### src/rtl/cfg_i2c_target.sv
module cfg_i2c_target #(
  parameter int          NREG    = 20,
  parameter int          FILT    = 12,
  parameter int          HOLD    = 4,
  parameter logic [4:0]  PREFIX  = 5'b10001,
  parameter logic [3:0]  ID_VAL  = 4'h1,
  parameter logic [3:0]  REV_VAL = 4'h0,
  parameter logic [7:0]  RSV_LO  = 8'h0D,
  parameter logic [7:0]  RSV_HI  = 8'h12,
  parameter int          CAL_REG = 12
) (
  input  logic              clk,
  input  logic              rst_n,
  input  logic              scl_in,
  input  logic              sda_in,
  input  logic [1:0]        addr_sel,
  input  logic              cal_done,
  output logic              sda_oe,
  output logic              cal_start,
  output logic [8*NREG-1:0] cfg_flat
);
  localparam int         IW   = $clog2(NREG);
  localparam int         FW   = $clog2(FILT + 1);
  localparam int         HW   = $clog2(HOLD + 1);
  localparam logic [7:0] LAST = 8'(NREG - 1);

  typedef enum logic [3:0] {
    IDLE = 4'd0, ADDR = 4'd1, AACK = 4'd2, PTR = 4'd3, PACK = 4'd4,
    WDATA = 4'd5, WACK = 4'd6, RDATA = 4'd7, RACK = 4'd8
  } st_t;

  function automatic logic [7:0] dflt(int i);
    if (i == 1) return 8'h02;
    if (i >= 6 && i <= 8) return 8'h40;
    return 8'h00;
  endfunction

  logic [1:0]    s1, s2, filt, fq;
  logic [FW-1:0] fcnt [2];
  st_t           st;
  logic [3:0]    cnt;
  logic [7:0]    sh, rsh, ptr, rd_byte;
  logic          rw, nack;
  logic [HW-1:0] hcnt;
  logic [7:0]    regs [NREG];

  always_ff @(posedge clk or negedge rst_n) begin
    if (!rst_n) begin
      s1   <= 2'b11;
      s2   <= 2'b11;
      filt <= 2'b11;
      fq   <= 2'b11;
      for (int g = 0; g < 2; g++) fcnt[g] <= '0;
    end else begin
      s1 <= {scl_in, sda_in};
      s2 <= s1;
      fq <= filt;
      for (int g = 0; g < 2; g++) begin
        if (s2[g] == filt[g]) fcnt[g] <= '0;
        else if (fcnt[g] == FW'(FILT - 1)) begin
          filt[g] <= s2[g];
          fcnt[g] <= '0;
        end else fcnt[g] <= fcnt[g] + 1'b1;
      end
    end
  end

  wire scl_rise = filt[1] & ~fq[1];
  wire scl_fall = ~filt[1] & fq[1];
  wire bus_start = filt[1] & fq[1] & fq[0] & ~filt[0];
  wire bus_stop  = filt[1] & fq[1] & ~fq[0] & filt[0];
  wire addr_hit  = sh[7:1] == {PREFIX, addr_sel};
  wire wr_ok     = (ptr != 8'h00) && (ptr <= LAST) && !(ptr >= RSV_LO && ptr <= RSV_HI);
  wire oe_next   = (st == AACK) || (st == PACK) || (st == WACK) || (st == RDATA && !rsh[7]);

  always_comb begin
    if (ptr == 8'h00)     rd_byte = {ID_VAL, REV_VAL};
    else if (ptr <= LAST) rd_byte = regs[ptr[IW-1:0]];
    else                  rd_byte = 8'h00;
  end

  always_ff @(posedge clk or negedge rst_n) begin
    if (!rst_n) begin
      st     <= IDLE;
      cnt    <= '0;
      sh     <= '0;
      rsh    <= '0;
      ptr    <= '0;
      rw     <= 1'b0;
      nack   <= 1'b0;
      hcnt   <= '0;
      sda_oe <= 1'b0;
      for (int i = 0; i < NREG; i++) regs[i] <= dflt(i);
    end else begin
      if (cal_done) regs[CAL_REG][0] <= 1'b0;
      if (bus_start) begin
        st  <= ADDR;
        cnt <= '0;
      end else if (bus_stop) begin
        st <= IDLE;
      end else if (scl_rise) begin
        case (st)
          ADDR, PTR, WDATA: begin
            sh  <= {sh[6:0], filt[0]};
            cnt <= cnt + 1'b1;
          end
          RDATA:   cnt  <= cnt + 1'b1;
          RACK:    nack <= filt[0];
          default: ;
        endcase
      end else if (scl_fall) begin
        case (st)
          ADDR: if (cnt == 4'd8) begin
            cnt <= '0;
            rw  <= sh[0];
            st  <= addr_hit ? AACK : IDLE;
          end
          AACK: begin
            cnt <= '0;
            if (rw) begin
              rsh <= rd_byte;
              ptr <= ptr + 1'b1;
              st  <= RDATA;
            end else st <= PTR;
          end
          PTR: if (cnt == 4'd8) begin
            cnt <= '0;
            ptr <= sh;
            st  <= PACK;
          end
          PACK, WACK: st <= WDATA;
          WDATA: if (cnt == 4'd8) begin
            cnt <= '0;
            if (wr_ok) regs[ptr[IW-1:0]] <= sh;
            ptr <= ptr + 1'b1;
            st  <= WACK;
          end
          RDATA: begin
            if (cnt == 4'd8) begin
              cnt <= '0;
              st  <= RACK;
            end else rsh <= {rsh[6:0], 1'b0};
          end
          RACK: begin
            if (nack) st <= IDLE;
            else begin
              rsh <= rd_byte;
              ptr <= ptr + 1'b1;
              st  <= RDATA;
            end
          end
          default: ;
        endcase
      end
      if (scl_fall) hcnt <= HW'(HOLD);
      else if (hcnt != '0) begin
        hcnt <= hcnt - 1'b1;
        if (hcnt == HW'(1)) sda_oe <= oe_next;
      end
    end
  end

  assign cal_start = regs[CAL_REG][0];

  for (genvar i = 0; i < NREG; i++) begin : g_out
    if (i == 0) begin : g_id
      assign cfg_flat[7:0] = {ID_VAL, REV_VAL};
    end else begin : g_rw
      assign cfg_flat[8*i +: 8] = regs[i];
    end
  end
endmodule

### config.mk
export PLATFORM = sky130hd
export DESIGN_NAME = cfg_i2c_target
export DESIGN_NICKNAME = d
export VERILOG_FILES = /design/src/rtl/cfg_i2c_target.sv
export SDC_FILE = /design/constraint.sdc
export NUM_CORES = 1
export LEC_CHECK = 0
export BUFFER_PORTS_ARGS = -buffer_cell sky130_fd_sc_hd__buf_2
export CORE_MARGIN = 2
export CORE_UTILIZATION = 55
export DETAILED_ROUTE_END_ITERATION = 16
export HOLD_SLACK_MARGIN = 0.05
export PLACE_DENSITY = 0.77
export SLEW_MARGIN = 20
export SYNTH_ARGS = -nofsm -noshare
export SYNTH_HDL_FRONTEND = slang
export SYNTH_SLANG_ARGS = --single-unit
### constraint.sdc
create_clock -name clk -period 8.9 [get_ports clk]
set_input_delay 2.225 -clock clk [delete_from_list [all_inputs] [get_ports clk]]
set_output_delay 2.225 -clock clk [all_outputs]
set_load 0.03 [all_outputs]
# Yosys cells after proc, flatten, opt, wreduce, memory -nomap -nowiden
# Index checks and enable logic that the tools add are counted.
# totals
input_bits,7
output_inout_bits,162
register_bits,214
elab_cells,177
# classes
magnitude_cmp,5
reduce_logical,33
n_eq_ne,29
add_sub_neg,5
bitwise_logic,18
muxes,50
# ops
operator,n
two-way mux 57 bit,7
bitwise mux 160 bit,1
two-way mux 8 bit,12
two-way mux 4 bit,18
binary-select mux 8 bit (select 5 bit),1
demux 8 bit (select 5 bit),1
case mux 8 bit (4 select lines),1
case mux 4 bit (7 select lines),1
case mux 8 bit (3 select lines),1
equality test 4 x 3 -> 1 bit (second input constant),4
equality test 4 bit (second input constant),4
<= comparator 8 x 5 -> 1 bit (second input constant),2
AND reduction 7 bit,2
adder 4 x 1 -> 4 bit (second input constant),3
two-way mux 3 bit,4
!= test 2 bit (second input constant),6
!= test 4 bit (second input constant),3
nonzero test 3 bit,4
inverter 1 bit,10
AND reduction 9 bit,1
nonzero test 9 bit,1
adder 8 x 1 -> 8 bit (second input constant),1
equality test 4 x 2 -> 1 bit (second input constant),2
>= comparator 8 x 4 -> 1 bit (second input constant),1
33 further kinds,49

# Logic depth before layout (Yosys ltp)
# logic_depth
word_depth,13
depth_mapped,10
ltp_nobuf,7

# Worst setup path before layout
# Ideal clock, no wire load.
# synth_timing
kind,reg2reg
start,reg ptr[0]
end,"reg regs, in the netlist cfg_flat[10]"
t_arrival_ns,2.942
path_buffers,3
required_time_ns,8.775
synth_period_minus_slack_ns,3.067
stages_incl_launch_ff,10
setup_time_ns,0.125
setup_slack_ns,5.833
cell_sequence,dfrtp_1 clkbuf_1 inv_1 ha_1 buf_2 or3_1 a2111oi_4 buf_12 nand3_4 mux2_4
# synth_via
elab_chain_cells,6
word_cells_on_any_way,16
cone_classes,order compare: 5; mux: 3; bitwise: 1; reduce/logical: 7
# synth_rtl
item,line,rtl
"start, declared",42,"logic [7:0] sh, rsh, ptr, rd_byte;"
"start signal, assigned",122,ptr <= ptr + 1'b1;
"start signal, assigned",128,ptr <= sh;
"start signal, assigned",135,ptr <= ptr + 1'b1;
inverter 5 -> 6 bit (implied by the code),134,if (wr_ok) regs[ptr[IW-1:0]] <= sh;
>= comparator 6 bit (implied by the code) / less-than comparator 6 x 1 -> 1 bit (equally long branches),134,
logical AND 1 bit (implied by the code),134,
two-way mux 8 bit (implied by the code),134,
demux 8 bit (select 5 bit),134,
bitwise mux 160 bit,134,
"end signal, assigned by index",134,
"end, declared",45,logic [7:0] regs [NREG];
# Several ways; a longest one is shown, not always the timed one.
# A chain may end at the register's enable or synchronous reset.

# Worst setup path in the final report
# layout_timing
start,"reg regs, in the netlist cfg_flat[62]"
end,out cfg_flat[62]
# layout_lines
item,line,rtl
"end, declared",20,output logic [8*NREG-1:0] cfg_flat
# No word-level cell between the ends.

==> results.py <==
metrics = {
    "critical_path": {
        "cp-start-kind": "flop",
        "rr_endpoint": "cfg_flat[67]$_DFFE_PN0P_",
        "r2r_start": "ptr[4]$_DFFE_PN0P_",
        "crit_family": "flip-flops",
        "rrSetupSlack_ns": 5.53,
        "worst-path-buf-inv": 1,
        "path_max_fanout": 3,
        "rr_worst_depth": 6,
        "critPathRequiredTime_ns": 6.68,
        "crit_path_start": "cfg_flat[62]$_DFFE_PN1P_",
        "critical_path_class": "flop to output pin",
        "max_stage_delay_ns": 0.55,
        "cp-end-kind": "output pin",
        "cp_cell_sequence": "buf_2",
        "arrival_ns": 1.24,
        "crit_slowest_cell": "dfstp_2",
    },
    "timing": {
        "finalMaxSlewViolations": 0,
        "tightest_slew_ns": 1.12,
        "finalCriticalPeriod_ns": 3.46,
        "finClkSkew_ns": 0.00756,
        "rsz0062_at_grt": "false",
        "fin_tns_setup_ns": 0,
        "hold_viol": 0,
        "slew_headroom_pct": 25.1,
        "post-route-period-util_pct": 38.9,
        "setup_viol": 0,
        "max_freq_mhz": 289,
    },
    "synth": {
        "synthesis.instances": 991,
        "synth_ff_type": "dfrtp_1",
        "yosysUniqueCellTypes": 68,
        "synth_top_area_cell": "dfrtp_1",
        "async_flop_share_pct": 100,
        "synth-seq-area-share_pct": 44.7,
        "synth_common_cells": "dfrtp_1 (202), buf_4 (161), mux2_4 (80)",
        "netlist_area_um2": 12000,
        "ys_top_cells_by_area": "dfrtp_1 (42%), buf_4 (10%), mux2_4 (10%), mux2_2 (6.9%), mux2i_1 (3.7%)",
        "synth_largest_type_area_fraction_pct": 42.0,
        "yosys_warnings": 0,
        "synth-seq-cells": 214,
        "avgSynthCellArea_um2": 12.1,
        "synth-edff-count": 0,
        "synth.most_common_cell": "dfrtp_1",
    },
    "clock_tree": {
        "tritoncts": "done",
        "postCtsSetupRepairBufs": 0,
        "cts_buffers": 23,
        "cts-root-buf": "clkbuf_16",
        "path_clk_slew_ns": 0.06,
        "clock_latency_ns": 0.50,
        "post_cts_resized": 0,
        "htree_levels": 1,
        "cts_buffer_depth": 3,
        "cts_sinks": 214,
        "hold_buffers": 0,
    },
    "hold_path": {
        "hp-class": "flop to flop",
        "hold_end": "s2[1]$_DFF_PN1_",
        "hp-start": "s1[1]$_DFF_PN1_",
        "holdPathStages": 0,
    },
    "detailed_routing": {
        "routed_wl_mm": 27.6,
        "drtIter0Drc": 538,
        "ant_nets": 0,
        "first_pass_iters": 7,
        "vias": 7403,
        "drt-wirelength-per-cell_um": 22.2,
        "drcViolationCount": 0,
        "routed_via_density": 5.94,
    },
    "final_layout": {
        "nNetsFinal": 973,
        "drive_gt1_share_pct": 43.2,
        "final_cells": 1246,
        "design_area_um2": 12500,
        "diodes": 0,
        "syn_to_final_growth_pct": 4.06,
    },
    "placement": {
        "io_buffers": 160,
        "place_area_um2": 11700,
        "gp_congestion": 0.878,
        "dp.cells": 1206,
        "hpwl_mm": 19.1,
    },
    "grt": {
        "antenna_found_initial": 0,
        "grt_pass1_vias": 7546,
        "grt_max_degree": 79,
        "grtUsageTotal_pct": 23.5,
        "grt_pass1_wl_mm": 43.6,
        "grt_overflow": 0,
    },
    "die": {
        "start_util_pct": 55.6,
        "core_um2": 21600,
        "ioPinCount": 169,
        "dieArea_um2": 23100,
        "die_w_um": 152,
        "die_h_um": 152,
        "rows": 54,
    },
    "power_and_ir_drop": {
        "pwr_density_cell_nw_per_um2": 164,
        "p_leak_uw": 0.00634,
        "vdd_drop_max_mv": 0.101,
    },
    "flow_run": {
        "drv_cap": 0,
    },
    "outcome": {
        "status": "complete, no violations",
    },
}
==> metrics by stage <==
step / utilization (%) / hold slack (ns) / setup slack (ns) / power, uW
floorplan: - / 0.345 / 5.83 / 1050
global route: 57.9 / 0.358 / 5.40 / 2110
CTS: 57.9 / 0.356 / 5.42 / 2060
global placement: 54.2 / 0.346 / 5.20 / 1070
finish: 57.9 / 0.355 / 5.44 / 2050
detailed placement: 54.2 / 0.348 / 5.15 / 1080
==> final cells by class <==
cell class                 instances  area (um2)
clock buffer                      33         703
clock inverter                     7        90.1
fill                            1746        9110
inverter                          14        52.6
multi-input combinational        533        5090
sequential                       214        5370
tap                              280         350
timing repair buffer             165         847
==> sequential cells by signal, indices dropped and copies added, names as in the netlist <==
name	cells
cal_start	1
regs	8
cnt	4
fcnt	8
st	4
ptr	8
cfg_flat	151
sda_oe	1
rsh	8
filt	2
rw	1
fq	2
s2	2
nack	1
hcnt	3
s1	2
sh	8
==> logic make-up (layout without fill, tap and decap cells) <==
| kind of cell | Yosys count | in the layout | share of synthesized area [%] |
|---|---|---|---|
| other | 2 | 8 | 0.0625 |
| adders and majority gates | 15 | 15 | 1.56 |
| DFF | 214 | 214 | 44.7 |
| and+or+nand+nor | 176 | 176 | 9.61 |
| xor gates and xnor gates | 9 | 9 | 0.656 |
| muxes | 216 | 216 | 24.0 |
| buffers and inverters | 250 | 219 | 13.2 |
| AOI/OAI and AO/OA | 109 | 109 | 6.33 |
==> metal layers <==
layer,GRT usage [%],wire [um],up-vias
met5,0,0,-
met4,9.61,960,0
met3,5.31,1760,68
met1,30.8,11500,3778
met2,38.2,13500,283
li1,-,-,3274
==> cells in the final DEF (no fill, tap or decap), drive strengths merged, types with 8 or more instances in the layout <==
cell,Yosys,final
a2bb2oi,8,8
mux2,154,154
and3,11,11
nand2,32,32
a21oi,15,15
nor2,26,26
dfrtp,202,202
nand3,32,32
clkbuf,61,34
conb,2,8
nand2b,9,9
nand4,9,9
ha,15,15
mux4,18,18
o21ai,26,26
nor2b,11,11
dfstp,12,12
buf,175,164
nor3b,8,8
mux2i,44,44
nor3,8,8
a22oi,14,14
inv,14,14
==> report_power, final <==
group,switching (uW),total [uW],leakage (uW),internal [uW]
clock,385,990,0.000390,604
sequential,8.09,993,0.00293,985
combinational,42.6,63.1,0.00301,20.5
total,436,2050,0.00634,1610
==> worst max-delay path by stage <==
stage / to / cells after the start
floorplan: cfg_flat[10]$_DFFE_PN0P_ / 9
global placement: ptr[1]$_DFFE_PN0P_ / 2
detailed placement: ptr[1]$_DFFE_PN0P_ / 2
CTS: cfg_flat[70] / 1
global route: cfg_flat[70] / 1
finish: cfg_flat[62] / 1
Note: power is estimated with default switching activity, not from simulation.
